### config.mk
export PLATFORM = sky130hd
export DESIGN_NAME = fft_dualbank
export DESIGN_NICKNAME = d
export VERILOG_FILES = /design/src/rtl/fft_pkg.sv /design/src/rtl/fft_addr_gen.sv /design/src/rtl/fft_twiddle_rom.sv /design/src/rtl/fft_butterfly.sv /design/src/rtl/fft_bank.sv /design/src/rtl/fft_dualbank.sv
export SDC_FILE = /design/constraint.sdc
export NUM_CORES = 2
export LEC_CHECK = 0
export BUFFER_PORTS_ARGS = -buffer_cell sky130_fd_sc_hd__buf_2
export CAP_MARGIN = 20
export CORE_MARGIN = 2
export CORE_UTILIZATION = 55
export DETAILED_ROUTE_END_ITERATION = 10
export PLACE_DENSITY_LB_ADDON = 0.12
export SETUP_SLACK_MARGIN = 0.15
export SYNTH_ARGS = -nofsm -noshare
export SYNTH_HDL_FRONTEND = slang
export SYNTH_SLANG_ARGS = --single-unit
### constraint.sdc
create_clock -name clk_i -period 14.6 [get_ports clk_i]
set_input_delay 0.73 -clock clk_i [delete_from_list [all_inputs] [get_ports clk_i]]
set_output_delay 0.73 -clock clk_i [all_outputs]
set_load 0.02 [all_outputs]
### src/rtl/fft_pkg.sv
package fft_pkg;
  localparam int DATA_W = 16;
  localparam int TW_W   = 16;  // twiddle Q1.(TW_W-2)

  typedef struct packed {
    logic signed [DATA_W-1:0] re;
    logic signed [DATA_W-1:0] im;
  } cplx_t;

  typedef struct packed {
    logic signed [TW_W-1:0] re;
    logic signed [TW_W-1:0] im;
  } twid_t;
endpackage

### src/rtl/fft_addr_gen.sv
module fft_addr_gen #(
  parameter int N = 16
) (
  input  logic                   clk_i,
  input  logic                   rst_ni,
  input  logic                   start_i,
  output logic                   busy_o,
  output logic                   rd_valid_o,
  output logic                   finish_o,
  output logic [$clog2(N)-1:0]   addr_a_o,
  output logic [$clog2(N)-1:0]   addr_b_o,
  output logic [$clog2(N)-2:0]   tw_idx_o
);
  localparam int AW   = $clog2(N);
  localparam int HALF = N / 2;
  localparam int SW   = $clog2(AW) + 1;

  logic          busy_q;
  logic [SW-1:0] stage_q;
  logic [AW-1:0] bf_q;     // 0..HALF, HALF is the bubble slot
  logic          bubble;
  logic          last_stage;

  assign bubble     = (bf_q == AW'(HALF));
  assign last_stage = (stage_q == SW'(AW - 1));

  always_ff @(posedge clk_i or negedge rst_ni) begin
    if (!rst_ni) begin
      busy_q  <= 1'b0;
      stage_q <= '0;
      bf_q    <= '0;
    end else if (!busy_q) begin
      if (start_i) begin
        busy_q  <= 1'b1;
        stage_q <= '0;
        bf_q    <= '0;
      end
    end else if (bubble) begin
      bf_q <= '0;
      if (last_stage) busy_q  <= 1'b0;
      else            stage_q <= stage_q + 1'b1;
    end else begin
      bf_q <= bf_q + 1'b1;
    end
  end

  // insert a zero at bit position p = AW-1-stage; group index is j >> p
  always_comb begin
    logic [AW-2:0] j;
    logic [AW-2:0] grp;
    int            p;
    j   = bf_q[AW-2:0];
    p   = AW - 1 - int'(stage_q);
    grp = j >> p;
    addr_a_o = '0;
    for (int i = 0; i < AW; i++) begin
      if (i < p)      addr_a_o[i] = j[i];
      else if (i > p) addr_a_o[i] = j[i-1];
    end
    addr_b_o = addr_a_o | (AW'(1) << p);
    for (int i = 0; i < AW - 1; i++) tw_idx_o[i] = grp[AW-2-i];
  end

  assign busy_o     = busy_q;
  assign rd_valid_o = busy_q && !bubble;
  assign finish_o   = busy_q && bubble && last_stage;
endmodule

### src/rtl/fft_twiddle_rom.sv
module fft_twiddle_rom
  import fft_pkg::*;
#(
  parameter int N = 16
) (
  input  logic [$clog2(N)-2:0] idx_i,
  output twid_t                w_o
);
  localparam int  HALF  = N / 2;
  localparam real SCALE = real'(1 << (TW_W - 2));
  localparam real TWO_PI = 6.283185307179586;

  function automatic int rnd(input real x);
    return (x >= 0.0) ? $rtoi(x + 0.5) : -$rtoi(-x + 0.5);
  endfunction

  twid_t tab [HALF];

  // w[k] = exp(-j*2*pi*k/N)
  for (genvar k = 0; k < HALF; k++) begin : g_tw
    localparam real ANG = TWO_PI * real'(k) / real'(N);
    localparam int  CRE = rnd($cos(ANG) * SCALE);
    localparam int  CIM = rnd(-$sin(ANG) * SCALE);
    assign tab[k].re = TW_W'(CRE);
    assign tab[k].im = TW_W'(CIM);
  end

  assign w_o = tab[idx_i];
endmodule

### src/rtl/fft_butterfly.sv
module fft_butterfly
  import fft_pkg::*;
(
  input  cplx_t a_i,
  input  cplx_t b_i,
  input  twid_t w_i,
  output cplx_t a_o,
  output cplx_t b_o
);
  localparam int PW  = DATA_W + TW_W + 1;
  localparam int FRC = TW_W - 2;

  function automatic logic signed [DATA_W-1:0] scale_rnd(input logic signed [PW:0] s);
    logic signed [PW:0] t;
    t = (s + (PW+1)'(1 <<< FRC)) >>> (FRC + 1);  // twiddle fraction plus stage halving
    return t[DATA_W-1:0];
  endfunction

  logic signed [PW-1:0] pr, pi;
  logic signed [PW:0]   ar, ai;

  assign pr = PW'(b_i.re * w_i.re) - PW'(b_i.im * w_i.im);
  assign pi = PW'(b_i.re * w_i.im) + PW'(b_i.im * w_i.re);
  assign ar = (PW+1)'(a_i.re) <<< FRC;
  assign ai = (PW+1)'(a_i.im) <<< FRC;

  assign a_o.re = scale_rnd(ar + (PW+1)'(pr));
  assign a_o.im = scale_rnd(ai + (PW+1)'(pi));
  assign b_o.re = scale_rnd(ar - (PW+1)'(pr));
  assign b_o.im = scale_rnd(ai - (PW+1)'(pi));
endmodule

### src/rtl/fft_bank.sv
module fft_bank
  import fft_pkg::*;
#(
  parameter int DEPTH = 8
) (
  input  logic                     clk_i,
  input  logic                     we_i,
  input  logic [$clog2(DEPTH)-1:0] wr_row_i,
  input  cplx_t                    wr_data_i,
  input  logic [$clog2(DEPTH)-1:0] rd_row_i,
  output cplx_t                    rd_data_o
);
  cplx_t mem [DEPTH];

  always_ff @(posedge clk_i) begin
    if (we_i) mem[wr_row_i] <= wr_data_i;
  end

  assign rd_data_o = mem[rd_row_i];
endmodule

### src/rtl/fft_dualbank.sv
module fft_dualbank
  import fft_pkg::*;
#(
  parameter int N = 16
) (
  input  logic                     clk_i,
  input  logic                     rst_ni,
  input  logic                     start_i,
  output logic                     busy_o,
  output logic                     done_o,
  input  logic                     host_we_i,
  input  logic [$clog2(N)-1:0]     host_addr_i,
  input  logic signed [DATA_W-1:0] host_wdata_re_i,
  input  logic signed [DATA_W-1:0] host_wdata_im_i,
  output logic signed [DATA_W-1:0] host_rdata_re_o,
  output logic signed [DATA_W-1:0] host_rdata_im_o
);
  localparam int AW   = $clog2(N);
  localparam int HALF = N / 2;
  localparam int RW   = AW - 1;

  logic          busy, rd_valid, finish;
  logic [AW-1:0] addr_a, addr_b;
  logic [AW-2:0] tw_idx;
  twid_t         w;
  cplx_t         op_a, op_b, res_a, res_b;
  logic          a_bank;

  fft_addr_gen #(.N(N)) u_agen (
    .clk_i, .rst_ni, .start_i,
    .busy_o(busy), .rd_valid_o(rd_valid), .finish_o(finish),
    .addr_a_o(addr_a), .addr_b_o(addr_b), .tw_idx_o(tw_idx)
  );

  fft_twiddle_rom #(.N(N)) u_rom (.idx_i(tw_idx), .w_o(w));

  assign a_bank = ^addr_a;  // addr_b lands in the other bank

  // write-back stage
  logic          wr_valid_q;
  logic [AW-1:0] wr_addr_a_q, wr_addr_b_q;
  cplx_t         wr_a_q, wr_b_q;

  always_ff @(posedge clk_i or negedge rst_ni) begin
    if (!rst_ni) begin
      wr_valid_q  <= 1'b0;
      wr_addr_a_q <= '0;
      wr_addr_b_q <= '0;
      wr_a_q      <= '0;
      wr_b_q      <= '0;
    end else begin
      wr_valid_q <= rd_valid;
      if (rd_valid) begin
        wr_addr_a_q <= addr_a;
        wr_addr_b_q <= addr_b;
        wr_a_q      <= res_a;
        wr_b_q      <= res_b;
      end
    end
  end

  cplx_t rd_data [2];
  logic  host_bank;
  assign host_bank = ^host_addr_i;

  for (genvar b = 0; b < 2; b++) begin : g_bank
    logic          we;
    logic [RW-1:0] wr_row, rd_row;
    cplx_t         wr_data;
    logic          eng_is_a, rd_is_a;

    assign eng_is_a = ((^wr_addr_a_q) == 1'(b));
    assign rd_is_a  = (a_bank == 1'(b));

    always_comb begin
      if (busy) begin
        we      = wr_valid_q;
        wr_row  = eng_is_a ? wr_addr_a_q[AW-1:1] : wr_addr_b_q[AW-1:1];
        wr_data = eng_is_a ? wr_a_q : wr_b_q;
        rd_row  = rd_is_a ? addr_a[AW-1:1] : addr_b[AW-1:1];
      end else begin
        we      = host_we_i && (host_bank == 1'(b));
        wr_row  = host_addr_i[AW-1:1];
        wr_data = '{re: host_wdata_re_i, im: host_wdata_im_i};
        rd_row  = host_addr_i[AW-1:1];
      end
    end

    fft_bank #(.DEPTH(HALF)) u_bank (
      .clk_i, .we_i(we), .wr_row_i(wr_row), .wr_data_i(wr_data),
      .rd_row_i(rd_row), .rd_data_o(rd_data[b])
    );
  end

  assign op_a = a_bank ? rd_data[1] : rd_data[0];
  assign op_b = a_bank ? rd_data[0] : rd_data[1];

  fft_butterfly u_bfly (.a_i(op_a), .b_i(op_b), .w_i(w), .a_o(res_a), .b_o(res_b));

  logic done_q;
  always_ff @(posedge clk_i or negedge rst_ni) begin
    if (!rst_ni)                done_q <= 1'b0;
    else if (finish)            done_q <= 1'b1;
    else if (start_i && !busy)  done_q <= 1'b0;
  end

  cplx_t host_rd;
  assign host_rd         = host_bank ? rd_data[1] : rd_data[0];
  assign host_rdata_re_o = busy ? '0 : host_rd.re;
  assign host_rdata_im_o = busy ? '0 : host_rd.im;
  assign busy_o          = busy;
  assign done_o          = done_q;
endmodule

==> results.cfg <==
[setup_path]
worstSetupStartpointType = flip-flop
ff2ff_setup_slack_ns = 0.60
timing.rr.end = wr_a_q[31]$_DFFE_PN0P_
arrival_ns = 14.48
r2r_cells = 50
path_class = flip-flop to flip-flop
critPathMostFrequentCell = fa_1
cp.required_ns = 15.09
slowest_stage = a31oi_1
critPathMaxFanout = 11
r2r_start = u_agen.stage_q[1]$_DFFE_PN0P_
crit_path_max_incr_delay_ns = 0.79
endpoint_kind = flip-flop

[cells_and_area]
drive_gt1_share_pct = 8.10
nNetsFinal = 8254
areaGrowthSynthToFinish_pct = 8.32
stdcell_count = 8252

[clock_tree]
cts-hold-fix-buffers = 0
cts_tree = built
clock_path_buffers = 3
root_buffer = clkbuf_16
cts_sinks = 593
path_clk_slew_ns = 0.08
htree_num_levels = 2
clock_latency_ns = 0.63
numCtsBuffers = 52

[synth]
synth_edf_count = 512
syn_area_um2 = 65600
ys_types = 89
synth_area_per_cell_um2 = 10.0
syn-num-nets = 8123
synth-main-ff-cell = edfxtp_1
yosys_register_bits = 593
yosys_warnings = 0
async_flop_share_pct = 13.7
synth_cells = 6540
yosysSeqAreaShare_pct = 26.5

[die]
ios = 74
start_util_pct = 55.5
dieArea_um2 = 122000
rows = 126
fp.dieH_um = 349
fp.dieW_um = 349
core_area_um2 = 118000

[sta]
post-route-period-util_pct = 95.9
maxSlewViolCount = 0
fin_tns_setup_ns = 0
finalHoldViolations = 0
fin_crit_ns = 14.00
fmaxAchievable_ghz = 0.0714
setup_violations = 0
worstMarginPinSlew_ns = 1.29
rsz0062_at_grt = no
clock_skew_ns = 0.0392
relSlewSlack_pct = 13.7

[placed_design]
io_buffers = 73
hpwl_mm = 175
placed_cells = 8130
gp_congestion = 0.999

[grt]
grt_pass1_wl_mm = 320
grt_pass1_vias = 47800
antenna_found_initial = 11
grt_max_degree = 92
grt_usage_pct = 36.5
grt_overflow = 0

[flow_run]
drv_cap = 0

[route]
drtIter0Drc = 5750
post-route-drc-count = 0
wl_per_cell_um = 26.7
drt-total-wl_mm = 220
vias = 48200
drt_pass1_iterations = 8
viasPerCell = 5.84
antenna_left = 0

[hold_path]
hp-class = primary input to asynchronous set/reset pin

[status]
status = finished clean
## timing repair
item	CTS	global route
gates resized for setup	0	33
endpoints found under the setup margin	0	25
setup buffers	0	13
## worst max path at each step
| stage | from | end | slack (ns) |
|---|---|---|---|
| 2_1_floorplan | u_agen.stage_q[2]$_DFFE_PN0P_ | wr_a_q[31]$_DFFE_PN0P_ | 1.85 |
| 4_1_cts | u_agen.stage_q[1]$_DFFE_PN0P_ | wr_a_q[31]$_DFFE_PN0P_ | 0.16 |
| 5_1_grt | u_agen.stage_q[1]$_DFFE_PN0P_ | wr_a_q[14]$_DFFE_PN0P_ | 0.10 |
| 3_3_place_gp | u_agen.stage_q[1]$_DFFE_PN0P_ | wr_a_q[31]$_DFFE_PN0P_ | 0.49 |
| 3_5_place_dp | u_agen.stage_q[1]$_DFFE_PN0P_ | wr_a_q[31]$_DFFE_PN0P_ | 0.26 |
| 6_report | u_agen.stage_q[1]$_DFFE_PN0P_ | wr_a_q[31]$_DFFE_PN0P_ | 0.60 |
## worst max-delay path, delay by kind of cell, from the launching register on
kind | cells | cell delay, ns
fa+ha+maj | 13 | 5.46
compound gates | 16 | 4.21
xor+xnor | 4 | 1.31
buf+inv | 10 | 1.12
mux | 2 | 0.76
simple gates | 5 | 0.53
flops | 1 | 0.46
## synthesized netlist by cell type (all sizes together), types with 4 or more instances
library cell / number / share of area (%)
o22ai: 4 / 0.038
nor4: 4 / 0.038
a41oi: 4 / 0.093
o21a: 10 / 0.11
dfrtp: 81 / 3.1
or2: 10 / 0.095
nor3b: 6 / 0.076
a211oi: 45 / 0.52
mux2i: 62 / 0.98
a311oi: 64 / 0.85
nand4: 9 / 0.086
xor2: 54 / 0.72
xnor2: 109 / 1.5
o211ai: 4 / 0.053
a21o: 41 / 0.47
nor3: 36 / 0.27
edfxtp: 512 / 23
o21ai: 120 / 0.92
o31ai: 14 / 0.18
or3: 10 / 0.095
a221oi: 4 / 0.063
clkbuf: 193 / 1.1
a22oi: 8 / 0.099
nor2: 453 / 2.6
buf: 58 / 0.41
nand3: 138 / 1.1
nor2b: 16 / 0.15
nand2: 1003 / 5.7
and3: 73 / 0.70
a21oi: 80 / 0.63
and2: 48 / 0.46
fa: 1070 / 33
inv: 1418 / 8.1
a31oi: 148 / 1.4
o21bai: 17 / 0.19
mux2: 36 / 0.64
nand2b: 57 / 0.54
a21boi: 4 / 0.046
ha: 473 / 9.0
## cell usage in the layout, fill, tap and decap left out, types with 39 or more instances in the layout
| cell | Yosys | layout |
|---|---|---|
| nor2_1 | 452 | 434 |
| o21ai_0 | 116 | 114 |
| nand2_1 | 1002 | 1001 |
| buf_4 | 2 | 242 |
| ha_1 | 473 | 472 |
| dfrtp_1 | 81 | 79 |
| edfxtp_1 | 512 | 512 |
| a31oi_1 | 147 | 133 |
| mux2i_1 | 59 | 56 |
| nand2b_1 | 57 | 57 |
| and2_1 | 48 | 47 |
| and3_1 | 73 | 73 |
| buf_2 | 29 | 72 |
| clkbuf_16 | 0 | 52 |
| xnor2_1 | 108 | 106 |
| a211oi_1 | 44 | 44 |
| inv_1 | 1417 | 1417 |
| a311oi_1 | 64 | 64 |
| xor2_1 | 54 | 50 |
| a21o_1 | 41 | 39 |
| fa_1 | 1070 | 1070 |
| nand3_1 | 138 | 138 |
| a21oi_1 | 78 | 70 |
## layer usage
metal	vias to the layer above	wire length, µm	GRT usage, %
li1	20800	-	-
met1	24200	90900	53.1
met2	2753	91700	52.4
met3	440	27900	10.9
met4	6	9840	11.7
met5	-	34	0
## final cells by class
| cell class | count | area (µm²) |
|---|---|---|
| inverters | 1419 | 5330 |
| diodes | 3 | 7.51 |
| well taps | 1536 | 1920 |
| multi-input cells | 4281 | 42400 |
| flip-flops and latches | 593 | 17400 |
| clock buffers | 69 | 1420 |
| repair buffers | 324 | 2360 |
| clock inverters | 27 | 223 |
| fillers | 10200 | 47200 |
## cell families after synthesis
logic type	after synthesis	synth area share [%]
AO/OA/AOI/OAI	596	6.14
XOR/XNOR	169	2.40
adder cells (fa/ha/maj)	1543	41.7
buffers and inverters	1670	9.63
AND/OR/NAND/NOR	1871	12.0
flip-flops	593	26.5
multiplexers	98	1.61
## sequential cells by signal (all words and copies together), names as in the netlist
signal,flops
wr_a_q,32
u_agen.busy_o,1
wr_valid_q,1
u_agen.stage_q,3
wr_addr_a_q,4
wr_b_q,32
g_bank.u_bank.mem,512
wr_addr_b_q,3
u_agen.bf_q,4
done_o,1
## stage by stage
stage	cell area [µm²]	setup WS (ns)	util [%]	hold WS [ns]
final	71100	0.604	60.1	0.0673
after global routing	71100	0.105	60.1	0.0790
after CTS	70700	0.157	59.8	0.0695
after floorplan	65600	1.85	-	0.434
after global placement	69000	0.491	58.4	0.487
after detailed placement	69100	0.257	58.4	0.492
Power is left out: the tool's default activity adds up to more than one toggle a clock period on the data nets, which glitch-free logic cannot reach.
